--- src/rtl/stx_pkg.sv ---
package stx_pkg;
    // Serializer phase: off, idle sync fill, data character, CRC trailer.
    typedef enum logic [1:0] {ST_OFF, ST_SYNC, ST_DATA, ST_CRC} tx_state_e;

    // Control register layout, MSB first.
    typedef struct packed {
        logic       preset_ones;
        logic       auto_eom;
        logic       auto_cts;
        logic [1:0] len_code;
        logic       crc_en;
        logic       rts;
        logic       tx_en;
    } ctrl_t;

    localparam logic [1:0] A_DATA = 2'd0;
    localparam logic [1:0] A_CTRL = 2'd1;
    localparam logic [1:0] A_SYNC = 2'd2;
    localparam logic [1:0] A_MODE = 2'd3;
endpackage

--- src/rtl/stx_regs.sv ---
// Host-visible registers and the single-entry transmit buffer.
// Assumes DATA_W >= 8 so a control byte fits one write.
module stx_regs
    import stx_pkg::*;
#(
    parameter int DATA_W = 8
) (
    input  logic              clk,
    input  logic              rst_n,
    input  logic              wr_en,
    input  logic [1:0]        wr_addr,
    input  logic [DATA_W-1:0] wr_data,
    input  logic              take,
    input  logic              cts_n,
    output ctrl_t             ctrl_q,
    output logic [DATA_W-1:0] sync_q,
    output logic              crc_inv_q,
    output logic [DATA_W-1:0] buf_q,
    output logic              buf_full,
    output logic              cts_seen,
    output logic              data_wr
);
    assign data_wr = wr_en && (wr_addr == A_DATA);

    // Configuration registers written by the host.
    always_ff @(posedge clk) begin
        if (!rst_n) begin
            ctrl_q    <= '0;
            sync_q    <= '0;
            crc_inv_q <= 1'b0;
        end else if (wr_en) begin
            if (wr_addr == A_CTRL) ctrl_q    <= ctrl_t'(wr_data[7:0]);
            if (wr_addr == A_SYNC) sync_q    <= wr_data;
            if (wr_addr == A_MODE) crc_inv_q <= wr_data[0];
        end
    end

    // Holding buffer: a write fills it, a load into the shifter empties it.
    always_ff @(posedge clk) begin
        if (!rst_n) begin
            buf_full <= 1'b0;
            buf_q    <= '0;
        end else if (data_wr) begin
            buf_full <= 1'b1;
            buf_q    <= wr_data;
        end else if (take) begin
            buf_full <= 1'b0;
        end
    end

    // Registered clear-to-send level for status.
    always_ff @(posedge clk) begin
        if (!rst_n) cts_seen <= 1'b0;
        else        cts_seen <= ~cts_n;
    end
endmodule

--- src/rtl/stx_crc.sv ---
// Bit-serial CRC generator, MSB-first, with a combinational look-ahead
// value so a trailer can be loaded on the same edge as the last data bit.
module stx_crc #(
    parameter int               CRC_W = 16,
    parameter logic [CRC_W-1:0] POLY  = 16'h1021
) (
    input  logic             clk,
    input  logic             rst_n,
    input  logic             clr,
    input  logic             preset_ones,
    input  logic             step,
    input  logic             bit_in,
    output logic [CRC_W-1:0] crc_next
);
    logic [CRC_W-1:0] crc_q;
    logic             fb;

    // Next remainder: preset command, one division step, or hold.
    always_comb begin
        fb = crc_q[CRC_W-1] ^ bit_in;
        if (clr)       crc_next = preset_ones ? '1 : '0;
        else if (step) crc_next = {crc_q[CRC_W-2:0], 1'b0} ^ (fb ? POLY : '0);
        else           crc_next = crc_q;
    end

    // Remainder register.
    always_ff @(posedge clk) begin
        if (!rst_n) crc_q <= '0;
        else        crc_q <= crc_next;
    end
endmodule

--- src/rtl/stx_shifter.sv ---
// Character sequencer and output shifter. Decides at each character
// boundary between off, data, CRC trailer and sync fill; owns the EOM latch.
// Assumes DATA_W is a power of two and CRC_W > DATA_W.
module stx_shifter
    import stx_pkg::*;
#(
    parameter int DATA_W = 8,
    parameter int CRC_W  = 16,
    parameter int LEN_W  = 2
) (
    input  logic              clk,
    input  logic              rst_n,
    input  logic              tx_en,
    input  logic              auto_cts,
    input  logic              cts_n,
    input  logic [LEN_W-1:0]  len_code,
    input  logic              crc_en,
    input  logic              buf_full,
    input  logic [DATA_W-1:0] buf_q,
    input  logic [DATA_W-1:0] sync_q,
    input  logic              crc_inv,
    input  logic [CRC_W-1:0]  crc_next,
    input  logic              cmd_reset_eom,
    input  logic              auto_eom,
    input  logic              data_wr,
    output logic              txd,
    output logic              take,
    output logic              crc_step,
    output logic              crc_bit,
    output logic              eom,
    output logic              ext_irq,
    output tx_state_e         tx_state
);
    localparam int CNT_W   = $clog2(CRC_W);
    localparam int SI_W    = $clog2(DATA_W);
    localparam int MIN_LEN = DATA_W - (1 << LEN_W) + 1;
    localparam int PAD_W   = CRC_W - DATA_W;

    logic [CRC_W-1:0]  sh;
    logic [CNT_W-1:0]  cnt, last, char_len, pad;
    logic [DATA_W-1:0] aligned;
    logic [SI_W-1:0]   sync_idx;
    logic              crc_flag, abort, en_eff, at_end, start_crc;

    // Derived character geometry and boundary decisions.
    always_comb begin
        en_eff   = tx_en && (!auto_cts || !cts_n);
        char_len = CNT_W'(MIN_LEN) + CNT_W'(len_code);
        pad      = CNT_W'(DATA_W) - char_len;
        aligned  = buf_q << pad;
        case (tx_state)
            ST_DATA: last = char_len - 1'b1;
            ST_CRC:  last = CNT_W'(CRC_W - 1);
            default: last = CNT_W'(DATA_W - 1);
        endcase
        at_end    = (tx_state == ST_OFF) || (cnt == last);
        take      = at_end && en_eff && buf_full;
        start_crc = at_end && en_eff && !buf_full && !eom;
        crc_step  = (tx_state == ST_DATA) && crc_flag;
        crc_bit   = sh[CRC_W-1];
        sync_idx  = SI_W'(DATA_W - 1) - cnt[SI_W-1:0];
    end

    // Serial output: idle high when off, sync bits once a CRC was aborted.
    always_comb begin
        if (tx_state == ST_OFF) txd = 1'b1;
        else if (abort)         txd = sync_q[sync_idx];
        else                    txd = sh[CRC_W-1];
    end

    // Phase, shift register and bit counter.
    always_ff @(posedge clk) begin
        if (!rst_n) begin
            tx_state <= ST_OFF;
            sh       <= '0;
            cnt      <= '0;
            crc_flag <= 1'b0;
            abort    <= 1'b0;
        end else if (at_end) begin
            cnt   <= '0;
            abort <= 1'b0;
            if (!en_eff) begin
                tx_state <= ST_OFF;
            end else if (buf_full) begin
                tx_state <= ST_DATA;
                sh       <= {aligned, {PAD_W{1'b0}}};
                crc_flag <= crc_en;
            end else if (!eom) begin
                tx_state <= ST_CRC;
                sh       <= crc_inv ? ~crc_next : crc_next;
            end else begin
                tx_state <= ST_SYNC;
                sh       <= {sync_q, {PAD_W{1'b0}}};
            end
        end else begin
            sh  <= sh << 1;
            cnt <= cnt + 1'b1;
            if (tx_state == ST_CRC && !en_eff) abort <= 1'b1;
        end
    end

    // End-of-message latch: hardware sets it, host command or auto-clear resets it.
    always_ff @(posedge clk) begin
        if (!rst_n)                                  eom <= 1'b1;
        else if (start_crc)                          eom <= 1'b1;
        else if (cmd_reset_eom || (auto_eom && data_wr)) eom <= 1'b0;
    end

    // One-cycle status interrupt on the latch set.
    always_ff @(posedge clk) begin
        if (!rst_n) ext_irq <= 1'b0;
        else        ext_irq <= start_crc;
    end
endmodule

--- src/rtl/sync_tx_crc.sv ---
// Top level of the synchronous transmitter with CRC trailer.
// Joins host registers, CRC generator and output sequencer.
module sync_tx_crc
    import stx_pkg::*;
#(
    parameter int               DATA_W = 8,
    parameter int               CRC_W  = 16,
    parameter logic [CRC_W-1:0] POLY   = 16'h1021
) (
    input  logic              clk,
    input  logic              rst_n,
    input  logic              wr_en,
    input  logic [1:0]        wr_addr,
    input  logic [DATA_W-1:0] wr_data,
    input  logic              cmd_reset_eom,
    input  logic              cmd_reset_crc,
    input  logic              cts_n,
    output logic              txd,
    output logic              rts_n,
    output logic              cts_status,
    output logic              buf_empty,
    output logic              eom,
    output logic              ext_irq
);
    localparam int LEN_W = 2;

    ctrl_t             ctrl_q;
    logic [DATA_W-1:0] sync_q, buf_q;
    logic [CRC_W-1:0]  crc_next;
    logic              crc_inv_q, buf_full, data_wr, take, crc_step, crc_bit;
    logic              auto_eom_w;
    tx_state_e         tx_state;

    assign rts_n      = ~ctrl_q.rts;
    assign buf_empty  = ~buf_full;
    assign auto_eom_w = ctrl_q.auto_eom;

    stx_regs #(.DATA_W(DATA_W)) u_regs (
        .clk, .rst_n, .wr_en, .wr_addr, .wr_data, .take, .cts_n,
        .ctrl_q, .sync_q, .crc_inv_q, .buf_q, .buf_full,
        .cts_seen(cts_status), .data_wr
    );

    stx_crc #(.CRC_W(CRC_W), .POLY(POLY)) u_crc (
        .clk, .rst_n, .clr(cmd_reset_crc), .preset_ones(ctrl_q.preset_ones),
        .step(crc_step), .bit_in(crc_bit), .crc_next
    );

    stx_shifter #(.DATA_W(DATA_W), .CRC_W(CRC_W), .LEN_W(LEN_W)) u_shift (
        .clk, .rst_n, .tx_en(ctrl_q.tx_en), .auto_cts(ctrl_q.auto_cts), .cts_n,
        .len_code(ctrl_q.len_code), .crc_en(ctrl_q.crc_en), .buf_full, .buf_q,
        .sync_q, .crc_inv(crc_inv_q), .crc_next, .cmd_reset_eom,
        .auto_eom(auto_eom_w), .data_wr, .txd, .take, .crc_step, .crc_bit,
        .eom, .ext_irq, .tx_state
    );
endmodule

--- config.mk ---
export PLATFORM = sky130hd
export DESIGN_NAME = sync_tx_crc
export DESIGN_NICKNAME = d
export VERILOG_FILES = /design/src/rtl/stx_pkg.sv /design/src/rtl/stx_regs.sv /design/src/rtl/stx_crc.sv /design/src/rtl/stx_shifter.sv /design/src/rtl/sync_tx_crc.sv
export SDC_FILE = /design/constraint.sdc
export NUM_CORES = 1
export LEC_CHECK = 0
export BUFFER_PORTS_ARGS = -buffer_cell sky130_fd_sc_hd__buf_2
export CORE_ASPECT_RATIO = 1.2
export CORE_MARGIN = 10
export CORE_UTILIZATION = 28
export CTS_BUF_LIST = sky130_fd_sc_hd__clkbuf_8
export DETAILED_ROUTE_END_ITERATION = 8
export PLACE_DENSITY = 0.53
export SLEW_MARGIN = 20
export SYNTH_ARGS = -nofsm -noshare
export SYNTH_HDL_FRONTEND = slang
export SYNTH_SLANG_ARGS = --single-unit
--- constraint.sdc ---
create_clock -name clk -period 4.8 [get_ports clk]
set_input_delay 0.72 -clock clk [delete_from_list [all_inputs] [get_ports clk]]
set_output_delay 0.72 -clock clk [all_outputs]
set_load 0.02 [all_outputs]
# Yosys cells after proc, flatten, opt, wreduce, memory -nomap -nowiden
# Index checks and enable logic that the tools add are counted.
[classes]
bitwise_logic = 7
magnitude_cmp = 1
muxes = 19
shift = 1
reduce_logical = 27
n_eq_ne = 7
add_sub_neg = 5
[ops]
columns = ["cell", "count"]
rows = [
  ["two-way mux 16 bit", 8],
  ["NOT 16 bit", 1],
  ["bitwise XOR 16 bit", 1],
  ["two-way mux 13 bit", 1],
  ["logical AND 1 bit", 9],
  ["equality test 2 bit (second input constant)", 4],
  ["one-hot mux 4 bit (2 select lines)", 1],
  ["AND reduction 2 bit", 4],
  ["<< shifter 8 x 4 -> 8 bit", 1],
  ["two-way mux 2 bit", 3],
  ["zero test 1 bit", 5],
  ["two-way mux 1 bit", 5],
  ["adder 3 x 2 -> 4 bit (first input constant)", 1],
  ["adder 4 x 1 -> 4 bit (second input constant)", 1],
  ["equality test 4 bit", 1],
  ["zero test 2 bit", 2],
  ["< comparator 3 x 4 -> 1 bit (second input constant)", 1],
  ["NOT 1 bit", 4],
  ["OR reduction 2 bit", 2],
  ["subtractor 4 x 1 -> 4 bit (second input constant)", 1],
  ["subtractor 4 bit (first input constant)", 1],
  ["binary-select mux 1 bit (select 3 bit)", 1],
  ["logical OR 1 bit", 3],
  ["AND reduction 3 bit", 1],
  ["other kinds (5)", 5],
]
[totals]
wordCells = 88
inputBits = 16
output_inout_bits = 6
reg_bits = 69

# Depth between registers and ports, before layout
[depth]
depth_word = 11
ltp_mapped = 8
mapped_depth_nobuf = 6

# Modules after synthesis
# From an unflattened synthesis, not the netlist that was laid out.
[unflattened]
hier_cells = 390
hier_area_um2 = 3617.2
[by_module_without_submodules]
columns = ["module", "instances", "cells_per_inst", "area_each_um2", "seq_area_each_um2"]
rows = [
  ["stx_shifter", 1, 199, 1766.7, 520.5],
  ["stx_regs", 1, 99, 1026.0, 540.5],
  ["stx_crc", 1, 90, 817.0, 320.3],
  ["sync_tx_crc", 1, 2, 7.5, 0.0],
]

# Least setup slack after synthesis
# No wires, ideal clock.
[synth_path]
path_kind = "register -> output"
startpoint = "reg u_shift.cnt[0]"
endpoint = "out txd"
path_buffers = 1
path_stages_with_launch = 7
slack_ps = 2621
required_time_ps = 4080
arrival_ps = 1459
path_cell_list = "dfxtp_1 > buf_2 > mux4_2 > mux2i_1 > nand2_1 > o21ai_0 > o21ai_0"
[synth_via]
elab_chain_cells = 5
[synth_rtl]
columns = ["element", "line_no", "source"]
rows = [
  ["start, declared", "stx_shifter.sv:40", "logic [CNT_W-1:0] cnt, last, char_len, pad;"],
  ["start signal, assigned", "stx_shifter.sv:97", "cnt <= cnt + 1'b1;"],
  ["subtractor 3 bit", "stx_shifter.sv:61", "sync_idx = SI_W'(DATA_W - 1) - cnt[SI_W-1:0];"],
  ["binary-select mux 1 bit (select 3 bit)", "stx_shifter.sv:67", "else if (abort) txd = sync_q[sync_idx];"],
  ["two-way mux 1 bit (implied by the code)", "stx_shifter.sv:67", ""],
  ["two-way mux 1 bit", "stx_shifter.sv:67", ""],
  ["two-way mux 1 bit", "stx_shifter.sv:66", "if (tx_state == ST_OFF) txd = 1'b1;"],
  ["end, declared", "sync_tx_crc.sv:18", "output logic txd,"],
]
# No other way between the ends. The select of a mux whose other input is x is not followed.

# Worst setup path in the final report
# Same ends and word-level chain as after synthesis.

==> results.json <==
{
  "die-area_um2": 17900,
  "synthFlopType": "dfxtp_1",
  "fp.dieH_um": 145,
  "numClockSinks": 69,
  "whs_ns": 0.459,
  "reg2reg_slack_ns": 2.03,
  "insertion_delay_ns": 0.35,
  "root_buffer": "clkbuf_8",
  "postCtsResizedCells": 0,
  "cts_inserted_buffers": 9,
  "dpl_worst_slack_ns": 2.06,
  "synth_top_cell_by_area": "dfxtp_1",
  "maxCapViolCount": 0,
  "sw_frac_of_total": 0.279,
  "dp.final_hpwl_um": 6500,
  "slew_violations": 0,
  "yosysWarnings": 0,
  "cp_num_cells": 6,
  "initial_core_util": 0.286,
  "grt.total_usage": 0.103,
  "rows": 45,
  "syn-cell-area_um2": 3620,
  "grt_pass1_vias": 2827,
  "finalSetupTns_ns": 0,
  "m1WireLength_um": 4250,
  "internal_power_mw": 0.853,
  "cp_data_required_time_ns": 4.08,
  "share_comb_of_total_power": 0.112,
  "hold_depth": 2,
  "wl_met2_um": 4170,
  "ys_seq_area_frac": 0.382,
  "rr_worst_depth": 6,
  "cts_buffer_depth": 2,
  "hold_path_end": "u_shift.crc_flag",
  "synth_top_area_frac": 0.382,
  "detail_route.vias_per_cell": 5.10,
  "seqPwrFrac": 0.526,
  "grt_overflow": 0,
  "tightest_slew_ns": 1.02,
  "synth.area.top_cells": "dfxtp_1, mux2i_1, nor2_1",
  "cts_setup_buffers": 0,
  "vias": 2926,
  "crit_arrival_ns": 2.12,
  "htree_num_levels": 3,
  "grt_pass1_wl_um": 14600,
  "setup_viol_count_final": 0,
  "hold_viol_final": 0,
  "holdCritStartpoint": "u_regs.ctrl_q[2]",
  "firstDrtPassIters": 4,
  "crit_top_cell": "o21ai_0",
  "postLayoutSetupSlackWorst_ns": 1.96,
  "hold_buffers": 0,
  "gp_congestion": 0.815,
  "clkTransAtPathRegs_ns": 0.08,
  "drive_above_1_share": 0.132,
  "synth_fp_nets": 424,
  "timing.rr.end": "u_shift.sh[14]",
  "cpPeakStageDelay_ns": 0.57,
  "cts_tree": "done",
  "crit_family": "multiplexers",
  "top_layer": "met4",
  "relSlewSlack": 0.318,
  "outcome": "completed",
  "syn2layout_area_growth_pct": 10.1,
  "drt_iter0_markers": 172,
  "rsz0062_at_grt": "no",
  "wire_per_inst_um": 15.5,
  "synth_common_cells": "dfxtp_1, nor2_1, mux2i_1, nand2_1, clkbuf_1",
  "drc_errors": 0,
  "core_area_um2": 12700,
  "hold_class": "register to register",
  "period_minus_slack_ns": 2.84,
  "routed_wl_um": 8910,
  "ant_nets": 0,
  "worst-path-buf-inv": 1,
  "synth_edf_count": 0,
  "fin_crit_sh": 0.592,
  "wl_met3_um": 299,
  "ios": 22,
  "synth-seq-cells": 69,
  "synthCells": 405,
  "worstSetupEndpointType": "output port",
  "worstReg2RegStart": "u_regs.ctrl_q[3]",
  "critPathLaunchType": "register",
  "grt_max_degree": 33,
  "power_mw": 1.18,
  "max-vdd-ir-drop_uv": 138,
  "nets": 424,
  "synth_cell_types": 51,
  "fmax_mhz": 352,
  "cp_slowest_cell": "dfxtp_1",
  "leakagePower_nw": 1.60,
  "pwr-share-clk": 0.362,
  "p_sw_mw": 0.330,
  "p_per_area_nw_per_um2": 297,
  "finClkSkew_ns": 0.0127,
  "syn_avg_cell_area_um2": 8.93,
  "antenna_cells": 0,
  "startpoint": "u_shift.cnt[0]",
  "path_max_fanout": 9,
  "antenna_found_initial": 0,
  "crit_chain": "mux4_2 > mux2i_1 > nand2_1 > o21ai_0 > o21ai_0 > buf_2",
  "die_w_um": 124,
  "port_buffers": 21,
  "async_flop_share": 0,
  "critical_path_class": "register to output port",
  "synth.most_common_cell": "dfxtp_1"
}
==> routing by layer <==
metal / up-vias / track usage
li1: 1444 / -
met1: 1406 / 0.133
met2: 62 / 0.161
met5: - / 0
met4: 0 / 0.0430
met3: 14 / 0.0203
==> cell usage in the layout (no fill, tap or decap), drive strengths merged, types with 10 or more instances in the layout <==
master | Yosys | routed
buf | 15 | 25
nand2 | 33 | 33
mux2i | 49 | 49
a211oi | 11 | 11
inv | 13 | 14
nor2 | 58 | 58
clkbuf | 21 | 10
a31oi | 11 | 11
and4b | 10 | 10
o21ai | 15 | 15
dfxtp | 69 | 69
a21oi | 14 | 14
==> worst max path at each step <==
stage | slack [ns] | end
finish | 1.96 | txd
global route | 1.76 | u_shift.sh[14]
CTS | 1.89 | txd
detailed placement | 2.06 | u_shift.sh[14]
global placement | 2.11 | u_shift.sh[9]
floorplan | 2.62 | txd
==> cell families after synthesis <==
kind of cell             synth area share
AND/OR/NAND/NOR                     0.190
AO/OA/AOI/OAI                       0.150
flip-flops                          0.382
multiplexers                        0.182
buffers and inverters              0.0574
XOR/XNOR                           0.0284
adder cells (fa/ha/maj)            0.0104
==> power by group through the flow <==
| stage | clock, mW | sequential (mW) | combinational [mW] |
|---|---|---|---|
| 6_report | 0.429 | 0.622 | 0.133 |
| 5_1_grt | 0.464 | 0.626 | 0.148 |
| 4_1_cts | 0.441 | 0.622 | 0.134 |
| 3_5_place_dp | 0 | 0.635 | 0.133 |
| 3_3_place_gp | 0 | 0.634 | 0.132 |
| 2_1_floorplan | 0 | 0.622 | 0.108 |
==> through the flow <==
stage          cell area, µm²  utilization  cells
2_1_floorplan            3620            -    405
3_3_place_gp             3800        0.300    558
3_5_place_dp             3800        0.300    558
4_1_cts                  3980        0.314    574
5_1_grt                  3980        0.314    574
6_report                 3980        0.314    574
==> state kept, by name, summed over array words and instances (netlist names) <==
| name | count |
|---|---|
| u_regs.buf_q | 8 |
| u_crc.crc_q | 16 |
| u_shift.cnt | 4 |
| u_regs.ctrl_q | 8 |
| u_regs.crc_inv_q | 1 |
| u_shift.sh | 16 |
| u_shift.tx_state | 2 |
| u_shift.eom | 1 |
| u_shift.crc_flag | 1 |
| u_regs.cts_seen | 1 |
| u_shift.abort | 1 |
| u_regs.buf_full | 1 |
| u_regs.sync_q | 8 |
| u_shift.ext_irq | 1 |
==> final cells by class <==
| type | instances | area, µm² |
|---|---|---|
| repair buffers | 25 | 135 |
| multi-input cells | 287 | 2030 |
| clock inverters | 6 | 40.0 |
| inverters | 13 | 48.8 |
| clock buffers | 10 | 138 |
| fillers | 1342 | 8690 |
| well taps | 164 | 205 |
| flip-flops and latches | 69 | 1380 |
==> worst min-delay path: stages, from the launching register on <==
cell,delay [ns]
dfxtp_1,0.32
nand2_1,0.05
mux2i_1,0.05
No activity file was read; power rests on OpenSTA's default activity.
